==> config.mk <==
export PLATFORM = sky130hd
export DESIGN_NAME = rxring_pager
export DESIGN_NICKNAME = d
export VERILOG_FILES = /design/src/rtl/rxring_pkg.sv /design/src/rtl/rxring_wrap.sv /design/src/rtl/rxring_lencnt.sv /design/src/rtl/rxring_hdr.sv /design/src/rtl/rxring_pager.sv
export SDC_FILE = /design/constraint.sdc
export NUM_CORES = 1
export LEC_CHECK = 0
export ABC_AREA = 1
export CAP_MARGIN = 20
export CORE_MARGIN = 5
export CORE_UTILIZATION = 55
export DETAILED_ROUTE_END_ITERATION = 10
export DONT_BUFFER_PORTS = 1
export PLACE_DENSITY = 0.73
export SLEW_MARGIN = 20
export SYNTH_ARGS = -nofsm -noshare
export SYNTH_HDL_FRONTEND = slang
export SYNTH_SLANG_ARGS = --single-unit
export TNS_END_PERCENT = 10
==> constraint.sdc <==
create_clock -name clk -period 2.28 [get_ports clk]
set_input_delay 0.456 -clock clk [delete_from_list [all_inputs] [get_ports clk]]
set_output_delay 0.456 -clock clk [all_outputs]
set_load 0.01 [all_outputs]
==> src/rtl/rxring_pkg.sv <==
package rxring_pkg;

   typedef enum logic [1:0] {
      ST_IDLE,
      ST_DATA,
      ST_DROP,
      ST_HDR
   } rx_state_e;

   localparam int HDR_BYTES     = 4;
   localparam int PAGE_BYTES    = 256;
   localparam logic [7:0] STAT_OVERRUN = 8'h08;

endpackage

==> src/rtl/rxring_wrap.sv <==
// Page successor within the ring: stop is exclusive, wraps to start.
module rxring_wrap #(
   parameter int PAGE_W = 8
) (
   input  logic [PAGE_W-1:0] page,
   input  logic [PAGE_W-1:0] start_pg,
   input  logic [PAGE_W-1:0] stop_pg,
   output logic [PAGE_W-1:0] next_pg
);
   logic [PAGE_W-1:0] plus_one;

   assign plus_one = page + 1'b1;
   assign next_pg  = (plus_one == stop_pg) ? start_pg : plus_one;

endmodule

==> src/rtl/rxring_lencnt.sv <==
// Frame byte counter with runt and oversize limits.
module rxring_lencnt #(
   parameter int LEN_W   = 16,
   parameter int MIN_LEN = 64,
   parameter int MAX_LEN = 1518
) (
   input  logic             clk,
   input  logic             rst_n,
   input  logic             load_one,
   input  logic             bump,
   output logic [LEN_W-1:0] count,
   output logic             at_max,
   output logic             too_short
);
   localparam logic [LEN_W-1:0] MIN_V = LEN_W'(MIN_LEN);
   localparam logic [LEN_W-1:0] MAX_V = LEN_W'(MAX_LEN);

   generate
      if (MAX_LEN >= (1 << LEN_W)) begin : g_bad_width
         $error("rxring_lencnt: MAX_LEN does not fit in LEN_W");
      end
      if (MIN_LEN < 1 || MIN_LEN > MAX_LEN) begin : g_bad_limits
         $error("rxring_lencnt: MIN_LEN must lie in 1..MAX_LEN");
      end
   endgenerate

   always_ff @(posedge clk or negedge rst_n) begin
      if (!rst_n)        count <= '0;
      else if (load_one) count <= LEN_W'(1);
      else if (bump)     count <= count + 1'b1;
   end

   assign at_max    = (count == MAX_V);
   assign too_short = (count < MIN_V);

endmodule

==> src/rtl/rxring_hdr.sv <==
// Header byte select: status, next page, length low, length high.
module rxring_hdr #(
   parameter int PAGE_W = 8,
   parameter int LEN_W  = 16
) (
   input  logic [1:0]        idx,
   input  logic [7:0]        status,
   input  logic [PAGE_W-1:0] next_pg,
   input  logic [LEN_W-1:0]  len,
   output logic [7:0]        hbyte
);
   logic [15:0] len16;
   logic [7:0]  lane [4];

   generate
      if (PAGE_W > 8) begin : g_bad_page
         $error("rxring_hdr: next-page field is one byte");
      end
      if (LEN_W > 16) begin : g_bad_len
         $error("rxring_hdr: length field is two bytes");
      end
   endgenerate

   assign len16   = 16'(len);
   assign lane[0] = status;
   assign lane[1] = 8'(next_pg);

   for (genvar k = 0; k < 2; k++) begin : g_len_lane
      assign lane[2+k] = len16[8*k +: 8];
   end

   assign hbyte = lane[idx];

endmodule

==> src/rtl/rxring_pager.sv <==
module rxring_pager
   import rxring_pkg::*;
#(
   parameter int PAGE_W  = 8,
   parameter int LEN_W   = 16,
   parameter int MIN_LEN = 64,
   parameter int MAX_LEN = 1518
) (
   input  logic              clk,
   input  logic              rst_n,
   input  logic              rx_valid,
   input  logic [7:0]        rx_byte,
   input  logic              rx_end,
   input  logic [7:0]        rx_stat_in,
   input  logic [PAGE_W-1:0] ring_start,
   input  logic [PAGE_W-1:0] ring_stop,
   input  logic [PAGE_W-1:0] ring_bound,
   input  logic              cur_load,
   input  logic [PAGE_W-1:0] cur_value,
   output logic              mem_we,
   output logic [PAGE_W+7:0] mem_addr,
   output logic [7:0]        mem_wdata,
   output logic [PAGE_W-1:0] cur_page,
   output logic              irq_rx,
   output logic              irq_ovw,
   output logic [7:0]        rx_status
);
   localparam logic [7:0] FIRST_OFF = 8'(HDR_BYTES);
   localparam logic [1:0] LAST_HDR  = 2'(HDR_BYTES - 1);

   rx_state_e         state_q;
   logic [PAGE_W-1:0] first_q, wpage_q, next_q;
   logic [7:0]        woff_q, stat_q;
   logic [1:0]        hidx_q;
   logic              ovf_q;

   logic [PAGE_W-1:0] wrap_nxt, end_next;
   logic [LEN_W-1:0]  cnt;
   logic              cnt_at_max, cnt_short;
   logic              take_first, data_wr, hdr_wr;
   logic [7:0]        hdr_byte;

   // ---------------- submodules ----------------
   rxring_wrap #(.PAGE_W(PAGE_W)) u_wrap (
      .page     (wpage_q),
      .start_pg (ring_start),
      .stop_pg  (ring_stop),
      .next_pg  (wrap_nxt)
   );

   rxring_lencnt #(
      .LEN_W(LEN_W), .MIN_LEN(MIN_LEN), .MAX_LEN(MAX_LEN)
   ) u_len (
      .clk       (clk),
      .rst_n     (rst_n),
      .load_one  (take_first),
      .bump      (data_wr),
      .count     (cnt),
      .at_max    (cnt_at_max),
      .too_short (cnt_short)
   );

   rxring_hdr #(.PAGE_W(PAGE_W), .LEN_W(LEN_W)) u_hdr (
      .idx     (hidx_q),
      .status  (stat_q),
      .next_pg (next_q),
      .len     (cnt),
      .hbyte   (hdr_byte)
   );

   // ---------------- write port ----------------
   assign take_first = (state_q == ST_IDLE) && rx_valid && !cur_load;
   assign data_wr    = (state_q == ST_DATA) && rx_valid && !cnt_at_max && !cur_load;
   assign hdr_wr     = (state_q == ST_HDR);
   assign end_next   = (woff_q == 8'd0) ? wpage_q : wrap_nxt;

   assign mem_we    = take_first || data_wr || hdr_wr;
   assign mem_wdata = hdr_wr ? hdr_byte : rx_byte;

   always_comb begin
      if (hdr_wr)
         mem_addr = {first_q, 6'd0, hidx_q};
      else if (state_q == ST_IDLE)
         mem_addr = {cur_page, FIRST_OFF};
      else
         mem_addr = {wpage_q, woff_q};
   end

   // ---------------- sequencing ----------------
   always_ff @(posedge clk or negedge rst_n) begin
      if (!rst_n) begin
         state_q   <= ST_IDLE;
         first_q   <= '0;
         wpage_q   <= '0;
         next_q    <= '0;
         woff_q    <= '0;
         stat_q    <= '0;
         hidx_q    <= '0;
         ovf_q     <= 1'b0;
         cur_page  <= '0;
         irq_rx    <= 1'b0;
         irq_ovw   <= 1'b0;
         rx_status <= '0;
      end else begin
         irq_rx  <= 1'b0;
         irq_ovw <= 1'b0;
         if (cur_load) begin
            cur_page <= cur_value;
            state_q  <= ST_IDLE;
            ovf_q    <= 1'b0;
         end else begin
            unique case (state_q)
               ST_IDLE: begin
                  if (rx_valid) begin
                     first_q <= cur_page;
                     wpage_q <= cur_page;
                     woff_q  <= FIRST_OFF + 8'd1;
                     ovf_q   <= 1'b0;
                     state_q <= ST_DATA;
                  end
               end
               ST_DATA: begin
                  if (rx_valid) begin
                     if (cnt_at_max) begin
                        state_q <= ST_DROP;
                     end else begin
                        woff_q <= woff_q + 8'd1;
                        if (woff_q == 8'hFF) begin
                           if (wrap_nxt == ring_bound) begin
                              ovf_q   <= 1'b1;
                              state_q <= ST_DROP;
                           end else begin
                              wpage_q <= wrap_nxt;
                           end
                        end
                     end
                  end else if (rx_end) begin
                     if (cnt_short) begin
                        state_q <= ST_IDLE;
                     end else if (end_next == ring_bound) begin
                        irq_ovw   <= 1'b1;
                        rx_status <= STAT_OVERRUN;
                        state_q   <= ST_IDLE;
                     end else begin
                        stat_q  <= rx_stat_in;
                        next_q  <= end_next;
                        hidx_q  <= '0;
                        state_q <= ST_HDR;
                     end
                  end
               end
               ST_DROP: begin
                  if (rx_end) begin
                     if (ovf_q) begin
                        irq_ovw   <= 1'b1;
                        rx_status <= STAT_OVERRUN;
                     end
                     ovf_q   <= 1'b0;
                     state_q <= ST_IDLE;
                  end
               end
               ST_HDR: begin
                  hidx_q <= hidx_q + 2'd1;
                  if (hidx_q == LAST_HDR) begin
                     cur_page  <= next_q;
                     irq_rx    <= 1'b1;
                     rx_status <= stat_q;
                     state_q   <= ST_IDLE;
                  end
               end
               default: state_q <= ST_IDLE;
            endcase
         end
      end
   end

   // ---------------- assertions ----------------
   // every write lands inside the ring
   a_r2_write_in_ring: assert property (@(posedge clk) disable iff (!rst_n)
      mem_we |-> (mem_addr[PAGE_W+7:8] >= ring_start && mem_addr[PAGE_W+7:8] < ring_stop));

   // payload never enters the boundary page
   a_r7_bound_untouched: assert property (@(posedge clk) disable iff (!rst_n)
      (mem_we && !hdr_wr) |-> (mem_addr[PAGE_W+7:8] != ring_bound));

   // commit follows the last header byte
   a_r6_commit_after_hdr: assert property (@(posedge clk) disable iff (!rst_n)
      irq_rx |-> $past(state_q == ST_HDR && hidx_q == LAST_HDR));

   // pointer moves only on commit or load
   a_r6_cur_moves_on_commit: assert property (@(posedge clk) disable iff (!rst_n)
      (cur_page != $past(cur_page)) |-> (irq_rx || $past(cur_load)));

   // a frame is either committed or lost, never both
   a_r7_irq_exclusive: assert property (@(posedge clk) disable iff (!rst_n)
      !(irq_rx && irq_ovw));

   // committed pointer stays in the ring
   a_r5_next_in_ring: assert property (@(posedge clk) disable iff (!rst_n)
      irq_rx |-> (cur_page >= ring_start && cur_page < ring_stop));

endmodule

Yosys cells after proc, flatten, opt, wreduce, memory -nomap -nowiden

Index checks and enable logic that the tools add are counted.

Bits in registers: 79
Input bits: 53
Output and inout port bits: 43
Word-level logic and storage cells: 150

$add $sub $neg: 4
Magnitude comparators: 2
Eq/ne operators: 32
Muxes and demuxes: 67
Bitwise logic cells: 5
Reduce and logical (&&, ||, !) cells: 27

Operators with widths:

| operator                | number |
|---|---|
| $mux W8                 | 23 |
| $mux W16                | 4 |
| $pmux W8 S2             | 2 |
| $mux W2                 | 15 |
| $eq A8 B8 Y1            | 3 |
| $pmux W8 S3             | 1 |
| $ne A2 B2 Y1 const B    | 10 |
| $reduce_and A6 Y1       | 3 |
| $mux W1                 | 17 |
| $add A16 B1 Y16 const B | 1 |
| $add A8 B1 Y8 const B   | 2 |
| $bmux W8 S2             | 1 |
| $eq A16 B11 Y1 const B  | 1 |
| $lt A16 B7 Y1 const B   | 1 |
| $reduce_and A7 Y1       | 2 |
| $ne A3 B3 Y1 const B    | 4 |
| $ne A5 B4 Y1 const B    | 2 |
| $reduce_bool A2 Y1      | 5 |
| $ne A3 B2 Y1 const B    | 3 |
| $reduce_and A9 Y1       | 1 |
| $eq A8 B8 Y1 const B    | 1 |
| $logic_not A8 Y1        | 1 |
| $pmux W2 S4             | 1 |
| $eq A2 B2 Y1 const B    | 3 |
| other kinds (19)        | 30 |

Longest topological paths before layout

Gate-level depths: netlist (run 1).

Depth in word-level cells: 11
Gate-level depth with buffers: 23
Depth with buffers taken out: 23

Hierarchy

Synthesis (run 1) repeated with hierarchy kept, for this count alone.

Cells, all modules: 884
Area total of the unflattened synthesis: 5911.9 um2

Modules (own cells, without submodules):

| module        | instances | cells an instance | area each (um2) | sequential area each (um2) |
|---|---|---|---|---|
| rxring_pager  | 1         | 532               | 3913.8          | 1576.5 |
| rxring_lencnt | 1         | 140               | 998.5           | 400.4 |
| rxring_wrap   | 1         | 118               | 604.3           | 0.0 |
| rxring_hdr    | 1         | 94                | 395.4           | 0.0 |

Worst setup path after synthesis (run 1)

No wires, ideal clock.

Kind: reg-to-reg
From: register wpage_q[0]
To: register next_q[3]
Library setup time: 0.117 ns
Data arrival time: 2.408 ns
Data required time: 2.163 ns
Path slack: -0.246 ns
Stages on the path, launching flop included: 21
Buffers on the path: 1
Clock period less this slack: 2.526 ns
Cells stage by stage: dfrtp_1 -> ha_1 -> xnor2_1 -> nand2_1 -> nor2_1 -> nand2_2 -> nor2_4 -> nand3_4 -> clkinv_2 -> nand2_2 -> nand2_2 -> nand2_1 -> nand3_1 -> nand2_1 -> nand2_1 -> nor2_4 -> nand2_4 -> nand3_4 -> buf_12 -> nand2_2 -> o21ai_2

Word-level cells in the longest chain between the ends: 7

Ends and longest elaborated chain:

| element                            | RTL line            | text |
|---|---|---|
| start: declaration                 | rxring_pager.sv:32  | `logic [PAGE_W-1:0] first_q, wpage_q, next_q;` |
| start signal: assignment           | rxring_pager.sv:116 | `wpage_q <= cur_page;` |
| start signal: assignment           | rxring_pager.sv:133 | `wpage_q <= wrap_nxt;` |
| $add A8 B1 Y8                      | rxring_wrap.sv:12   | `assign plus_one = page + 1'b1;` |
| $eq A8 B8 Y1                       | rxring_wrap.sv:13   | `assign next_pg = (plus_one == stop_pg) ? start_pg : plus_one;` |
| $mux W8                            | rxring_wrap.sv:13   |  |
| $mux W8 (*)                        | rxring_pager.sv:75  | `assign end_next = (woff_q == 8'd0) ? wpage_q : wrap_nxt;` |
| $eq A8 B8 Y1                       | rxring_pager.sv:140 | `end else if (end_next == ring_bound) begin` |
| $not A1 Y1 (no source line)        | n/a                 |  |
| $reduce_and A6 Y1 (no source line) | n/a                 |  |
| end signal: assignment             | rxring_pager.sv:146 | `next_q <= end_next;` |
| end: declaration                   | rxring_pager.sv:32  |  |

Mark *: on every way between the ends. The rest lies on a longest branch, timed or not.
A chain may end at the register's enable or synchronous reset.

Worst setup path after layout (run 1)

From: register wpage_q[1]
To: register wpage_q[0]

Word-level cells in the longest chain between the ends: 8
Elaborated cells on any way between the ends: 11
Classes of those cells: add/sub: 1; eq/ne: 3; mux: 6; reduce/logical: 1

Ends and longest elaborated chain:

| element           | RTL line            | text |
|---|---|---|
| $add A8 B1 Y8 (*) | rxring_wrap.sv:12   |  |
| $eq A8 B8 Y1      | rxring_wrap.sv:13   |  |
| $mux W8 (*)       | rxring_wrap.sv:13   |  |
| $mux W8           | rxring_pager.sv:129 | `if (wrap_nxt == ring_bound) begin` |
| $mux W8           | rxring_pager.sv:128 | `if (woff_q == 8'hFF) begin` |
| $mux W8           | rxring_pager.sv:124 | `if (cnt_at_max) begin` |
| $mux W8           | rxring_pager.sv:123 | `if (rx_valid) begin` |
| $pmux W8 S2       | rxring_pager.sv:112 | `unique case (state_q)` |

Mark *: on every way between the ends. The rest lies on a longest branch, timed or not. The select of a mux whose other input is x is not followed.

==> results_dict.tcl, run 1 <==
set metrics [dict create \
    cp_num_buf_inv 1 \
    synth-seq-cells 79 \
    post-place-ws_ns -0.484 \
    seq_power_share_pct 25.0 \
    yosysSeqAreaShare_pct 34.5 \
    cts.clk_slew.worst_paths_ns 0.10 \
    synth_area_leaders "dfrtp_1 34%, nand2_1 14%, inv_1 6.9%" \
    postRouteAntennaNets 0 \
    grt_pass1_vias 6043 \
    area_growth_pct 28.5 \
    crit_path_top_delay_cell "dfrtp_2" \
    fin_crit_ns 2.85 \
    fillers 810 \
    path_class "reg2reg" \
    nets 993 \
    yosysMostFrequentCell "nand2_1" \
    hold_violations 37 \
    p_int_mw 4.39 \
    cts_inserted_buffers 9 \
    synthDistinctLibCells 39 \
    slew-limit-headroom_pct 62.7 \
    fin_cells 1071 \
    cts.sinks 79 \
    yosys_most_used_dff "dfrtp_1" \
    rrSetupSlack_ns -0.57 \
    maxCapViolCount 0 \
    cts_max_level 3 \
    via_count 6239 \
    worstSetupEndpointType "register" \
    rsz0062_at_grt "yes" \
    violations "hold timing, setup timing" \
    crit_cells 19 \
    peakVddDrop_uv 729 \
    cpLargestDelayFamily "simple AND/OR/NAND/NOR gates" \
    die-area_um2 12600 \
    synth_warnings 0 \
    critPathMaxStageDelay_ns 0.45 \
    tightest_slew_ns 0.559 \
    start_util_pct 56.0 \
    outcome "finished with violations" \
    synth.cell_area_um2 5730 \
    ioPinCount 96 \
    cp_max_fo 5 \
    r2r-start "wpage_q[1]" \
    overflow 0 \
    tritoncts "built" \
    comb_power_share_pct 62.1 \
    place_inst 1035 \
    syn_avg_cell_area_um2 6.86 \
    clkLatencyLatePin_ns 0.37 \
    switchingPower_mw 4.00 \
    viasPerCell 5.83 \
    die_h_um 112 \
    min_period_over_period_pct 125 \
    crit_chain "ha_4, nand2_4, nand2_2, nand2_1, nand2_1, nor2_2, nand2_2, nor2_4, nand4_1, nand2_4, nand2_1, nand2_1, nand3_2, nor2_4, nand3_2, nand3_4, buf_6, nor2_1, a21oi_1" \
    leakage_nw 3.68 \
    root_buffer "clkbuf_8" \
    startpoint_type "register" \
    firstDrtPassIters 5 \
    antenna_found_initial 0 \
    clock_tree.buffer_depth 2 \
    grt_pass1_wl_um 29300 \
    hold_path_class "in2async" \
    routedWlPerCell_um 17.6 \
    rows 37 \
    reg2reg_to "wpage_q[0]" \
    total_power_mw 8.40 \
    cp.arrival_ns 3.12 \
    power_frac_clock_pct 12.9 \
    power-per-cell-area_nw_per_um2 1140 \
    required_ns 2.56 \
    synth_edf_count 0 \
    drt_iter0_drc 531 \
    synthCells 835 \
    yosysTopAreaCell "dfrtp_1" \
    fmax_mhz 351 \
    routed_wl_um 18800 \
    syn-num-nets 898 \
    coreArea_um2 10200 \
    ys_async_sr_fraction_pct 100 \
    reg2reg_depth 19 \
    skew_ns 0.0148 \
    port_buffers 0 \
    finalSetupViolCount 46 \
    drc 0 \
    die_w_um 112 \
    grt_max_degree 80 \
    layout-drive-gt1-share_pct 30.6 \
    synthTopCellsByCount "218 x nand2_1, 106 x inv_1, 79 x dfrtp_1" \
    grt_usage_pct 28.5 \
    synth_top_area_share_pct 34.5 \
    worst_slack_ns -0.568 \
    dpl.hpwl_um 13500 \
    slew_violations 0 \
    diodes 0 \
    power_switching_share_pct 47.7 \
    timing.hold.ws_ns -0.0149 \
    gp_congestion 0.987 \
    cp_common_cell "nand2_1" \
]
==> layout make-up <==
type	instances	area (um2)	area share, %
Timing Repair Buffer	110	975	13.2
Clock inverter	7	75.1	1.02
Clock buffer	9	124	1.68
Sequential cell	79	1980	26.9
Inverter	114	437	5.93
Tap cell	136	170	2.31
Multi-Input combinational cell	616	3600	48.9
==> per-stage QoR <==
step | area, um2 | utilization [%] | setup TNS [ns]
after floorplan | 5740 | - | -4.69
after global placement | 6480 | 63.4 | -14.17
after detailed placement | 6480 | 63.4 | -16.75
after CTS | 7050 | 68.9 | -13.54
after global routing | 7360 | 72.0 | -27.00
final | 7360 | 72.0 | -19.13
==> routing by layer <==
layer / vias up / global-route usage, % / part of all wire (%)
li1: 2907 / - / -
met1: 2991 / 36.2 / 40
met2: 278 / 47.8 / 48
met3: 63 / 6.79 / 8.3
met4: 0 / 10.0 / 3.3
met5: - / 0 / 0
==> cell usage in the layout (no fill, tap or decap), types with 2 or more instances in the layout <==
cell	n
nor2_8	2
nand3_4	4
o22ai_1	3
dfrtp_1	76
inv_1	105
buf_12	4
a21oi_4	2
buf_6	7
a21oi_2	8
o221ai_1	5
nand2_1	192
nand2_2	42
nand4_1	14
clkinv_4	2
clkbuf_16	3
dfrtp_2	3
a21oi_1	46
a31oi_1	8
nor2_1	58
nand3_1	51
nand3_2	31
o21ai_0	50
inv_2	5
o21ai_2	16
nor4_1	2
clkinv_1	2
clkinvlp_4	2
clkbuf_8	9
ha_1	9
inv_8	3
nor2_2	6
nand3b_1	7
nor3b_1	2
nand2_4	22
nor3_1	14
buf_4	95
nor2_4	11
==> kinds of logic after synthesis <==
group                    count (synthesis)  synth area share, %
AO/OA/AOI/OAI                          142                 14.2
XOR/XNOR                                 2                0.306
adder cells (fa/ha/maj)                 10                 2.18
buffers and inverters                  140                 10.2
flip-flops                              79                 34.5
AND/OR/NAND/NOR                        462                 38.6
==> registers in the layout (all words and copies together) (netlist names), 8 cells and up <==
register     flops
woff_q           8
cur_page         8
first_q          8
rx_status        8
next_q           8
u_len.count     16
wpage_q          8
stat_q           8
==> worst max-delay path by stage <==
stage,from,end,slack [ns]
4_1_cts,wpage_q[1],stat_q[6],-0.39
2_1_floorplan,wpage_q[1],next_q[3],-0.17
3_3_place_gp,wpage_q[2],rx_status[6],-0.41
6_report,wpage_q[1],wpage_q[0],-0.57
3_5_place_dp,wpage_q[2],stat_q[6],-0.48
5_1_grt,wpage_q[1],wpage_q[7],-0.72
==> power by group through the flow <==
stage / clock network, mW / logic, mW / registers (mW)
after floorplan: 0 / 2.64 / 2.02
after global placement: 0 / 4.08 / 2.08
after global routing: 1.15 / 5.69 / 2.14
final: 1.08 / 5.21 / 2.10
after CTS: 1.10 / 4.73 / 2.08
after detailed placement: 0 / 4.20 / 2.09
==> timing repair <==
item / 4_1_cts / 5_1_grt
endpoints found under the hold margin: 79 / 79
endpoints found under the setup margin: 52 / 65
pin swaps: 7 / 17
setup buffers: 15 / 1
cloned: 0 / 3
gates resized for setup: 60 / 51
Power figures use the tool's default switching activity.
==> run 2: changes to the inputs <==
- CORE_UTILIZATION: 55 -> 56
- PLACE_DENSITY: 0.73 -> 0.74
==> results_dict.tcl, run 2 (synthesis gave the netlist of run 1 again) <==
set metrics [dict create \
    outcome "finished with violations" \
    violations "setup timing" \
    antenna_found_initial 0 \
    viasPerCell 5.79 \
    crit_path_top_delay_cell "dfrtp_1" \
    hold_path_class "in2reg" \
    hp-start "rx_stat_in[7]" \
    die_h_um 111 \
    final_cell_mix "194 x nand2_1, 105 x inv_1, 98 x buf_4, 76 x dfrtp_1, 61 x nand3_1" \
    cts_inserted_buffers 9 \
    largest_reg_flops 16 \
    port_buffers 0 \
    cp_max_fo 8 \
    fmax_mhz 351 \
    ioPinCount 96 \
    final_common_cell "nand2_1" \
    postRouteAntennaNets 0 \
    skew_ns 0.0167 \
    cp.arrival_ns 3.11 \
    fin_cells 1073 \
    clock_tree.buffer_depth 2 \
    rsz0062_at_grt "yes" \
    crit_start "wpage_q[1]" \
    hold_violations 0 \
    tritoncts "built" \
    cp_common_cell "nand2_2" \
    worstSetupEndpointType "register" \
    path_class "reg2reg" \
    required_ns 2.54 \
    fin_crit_ns 2.85 \
    layout-drive-gt1-share_pct 29.3 \
    diodes 0 \
    via_count 6208 \
    top_register "u_len.count" \
    cts.clk_slew.worst_paths_ns 0.10 \
    slew-limit-headroom_pct 62.8 \
    routed_wl_um 18400 \
    leakage_nw 3.68 \
    fillers 770 \
    routedWlPerCell_um 17.1 \
    min_period_over_period_pct 125 \
    cts.sinks 79 \
    place_inst 1036 \
    die-area_um2 12400 \
    drt_iter0_drc 703 \
    worst_slack_ns -0.571 \
    firstDrtPassIters 8 \
    nets 995 \
    overflow 0 \
    maxCapViolCount 0 \
    finalSetupViolCount 46 \
    die_w_um 111 \
    cts_max_level 3 \
    rows 37 \
    crit_chain "ha_4, inv_2, nand2_2, nand2_2, nand2_2, nand2_2, nor2_4, nand2_4, nor2_4, nand3_4, clkinv_4, nand2_4, nand2_4, nand2_1, nand3_1, nand2_1, nand2_2, nor2_4, nand2_4, nand3_4, buf_12, nand2_2, o21ai_2" \
    gp_congestion 0.957 \
    grt_usage_pct 28.0 \
    critPathMaxStageDelay_ns 0.45 \
    coreArea_um2 10100 \
    grt_pass1_vias 6099 \
    timing.hold.ws_ns 0.215 \
    tightest_slew_ns 0.558 \
    area_growth_pct 27.1 \
    peakVddDrop_uv 627 \
    grt_pass1_wl_um 28700 \
    start_util_pct 56.5 \
    startpoint_type "register" \
    grt_max_degree 80 \
    drc 0 \
    slew_violations 0 \
    power-per-cell-area_nw_per_um2 1140 \
    root_buffer "clkbuf_8" \
    clkLatencyLatePin_ns 0.36 \
    dpl.hpwl_um 13300 \
    r2r-start "wpage_q[1]" \
]
## run 2: changes by cell type in the layout (fill, tap and decap cells not counted), moves of 3 or more
cell / previous run / this run
nand2_2: 42 / 48
nand2_4: 22 / 12
nor2_2: 6 / 9
buf_4: 95 / 98
nand3_1: 51 / 61
nand3_2: 31 / 22
## run 2: where the power goes
| group | internal, mW | switching, mW |
|---|---|---|
| clock | 0.532 | 0.620 |
| combinational | 2.10 | 2.92 |
| sequential | 1.75 | 0.349 |
| total | 4.39 | 3.89 |
## run 2: what timing repair did
| action | CTS | global route |
|---|---|---|
| resized for setup | 18 | 73 |
| pin swaps | 4 | 42 |
| endpoints found under the setup margin | 51 | 64 |
| hold endpoints to repair | 79 | 79 |
| cloned | 0 | 2 |
| setup buffers | 3 | 14 |
## run 2: worst max-delay path, delay by kind of cell (launching register included)
family	cells	cell delay [ns]
AO/OA/AOI/OAI	1	0.06
adder cells (fa/ha/maj)	1	0.21
buffers and inverters	3	0.36
flip-flops	1	0.45
AND/OR/NAND/NOR	18	1.66
## run 2: cell type report
| type | count | area, um2 | share of cell area, % |
|---|---|---|---|
| Multi-Input combinational cell | 616 | 3510 | 48.2 |
| Sequential cell | 79 | 1980 | 27.2 |
| Timing Repair Buffer | 112 | 975 | 13.4 |
| Inverter | 114 | 437 | 5.99 |
| Tap cell | 136 | 170 | 2.34 |
| Clock buffer | 9 | 124 | 1.70 |
| Clock inverter | 7 | 86.3 | 1.19 |
## run 2: layer usage
metal | up-vias | part of all wire, % | track usage [%]
met5 | - | 0 | 0
met2 | 342 | 48 | 45.8
met3 | 69 | 9.2 | 7.37
met4 | 0 | 3.5 | 10.1
li1 | 2915 | - | -
met1 | 2882 | 39 | 35.8
## run 2: per-stage QoR
stage          total power, mW  instance area (um2)  utilization (%)  worst slack [ns]  TNS (ns)
3_5_place_dp              6.28                 6490             64.0            -0.470    -15.54
4_1_cts                   7.53                 6810             67.1            -0.455    -15.20
5_1_grt                   8.86                 7280             71.8            -0.730    -27.15
2_1_floorplan             4.66                 5740                -            -0.173     -4.69
6_report                  8.28                 7280             71.8            -0.571    -19.39
3_3_place_gp              6.15                 6490             64.0            -0.408    -13.36
## run 2: path summary, 6_finish.rpt
| kind | slack (ns) | to | cells after the start |
|---|---|---|---|
| setup / recovery | -0.57 | next_q[4] | 23 |
| hold / removal | 0.21 | stat_q[7] | 2 |
| setup reg to reg | -0.57 | next_q[4] | 23 |
| hold reg to reg | 0.50 | first_q[4] | 2 |
| max in group asynchronous | 1.29 | wpage_q[2] | 2 |
| min in group asynchronous | 0.66 | woff_q[0] | 2 |
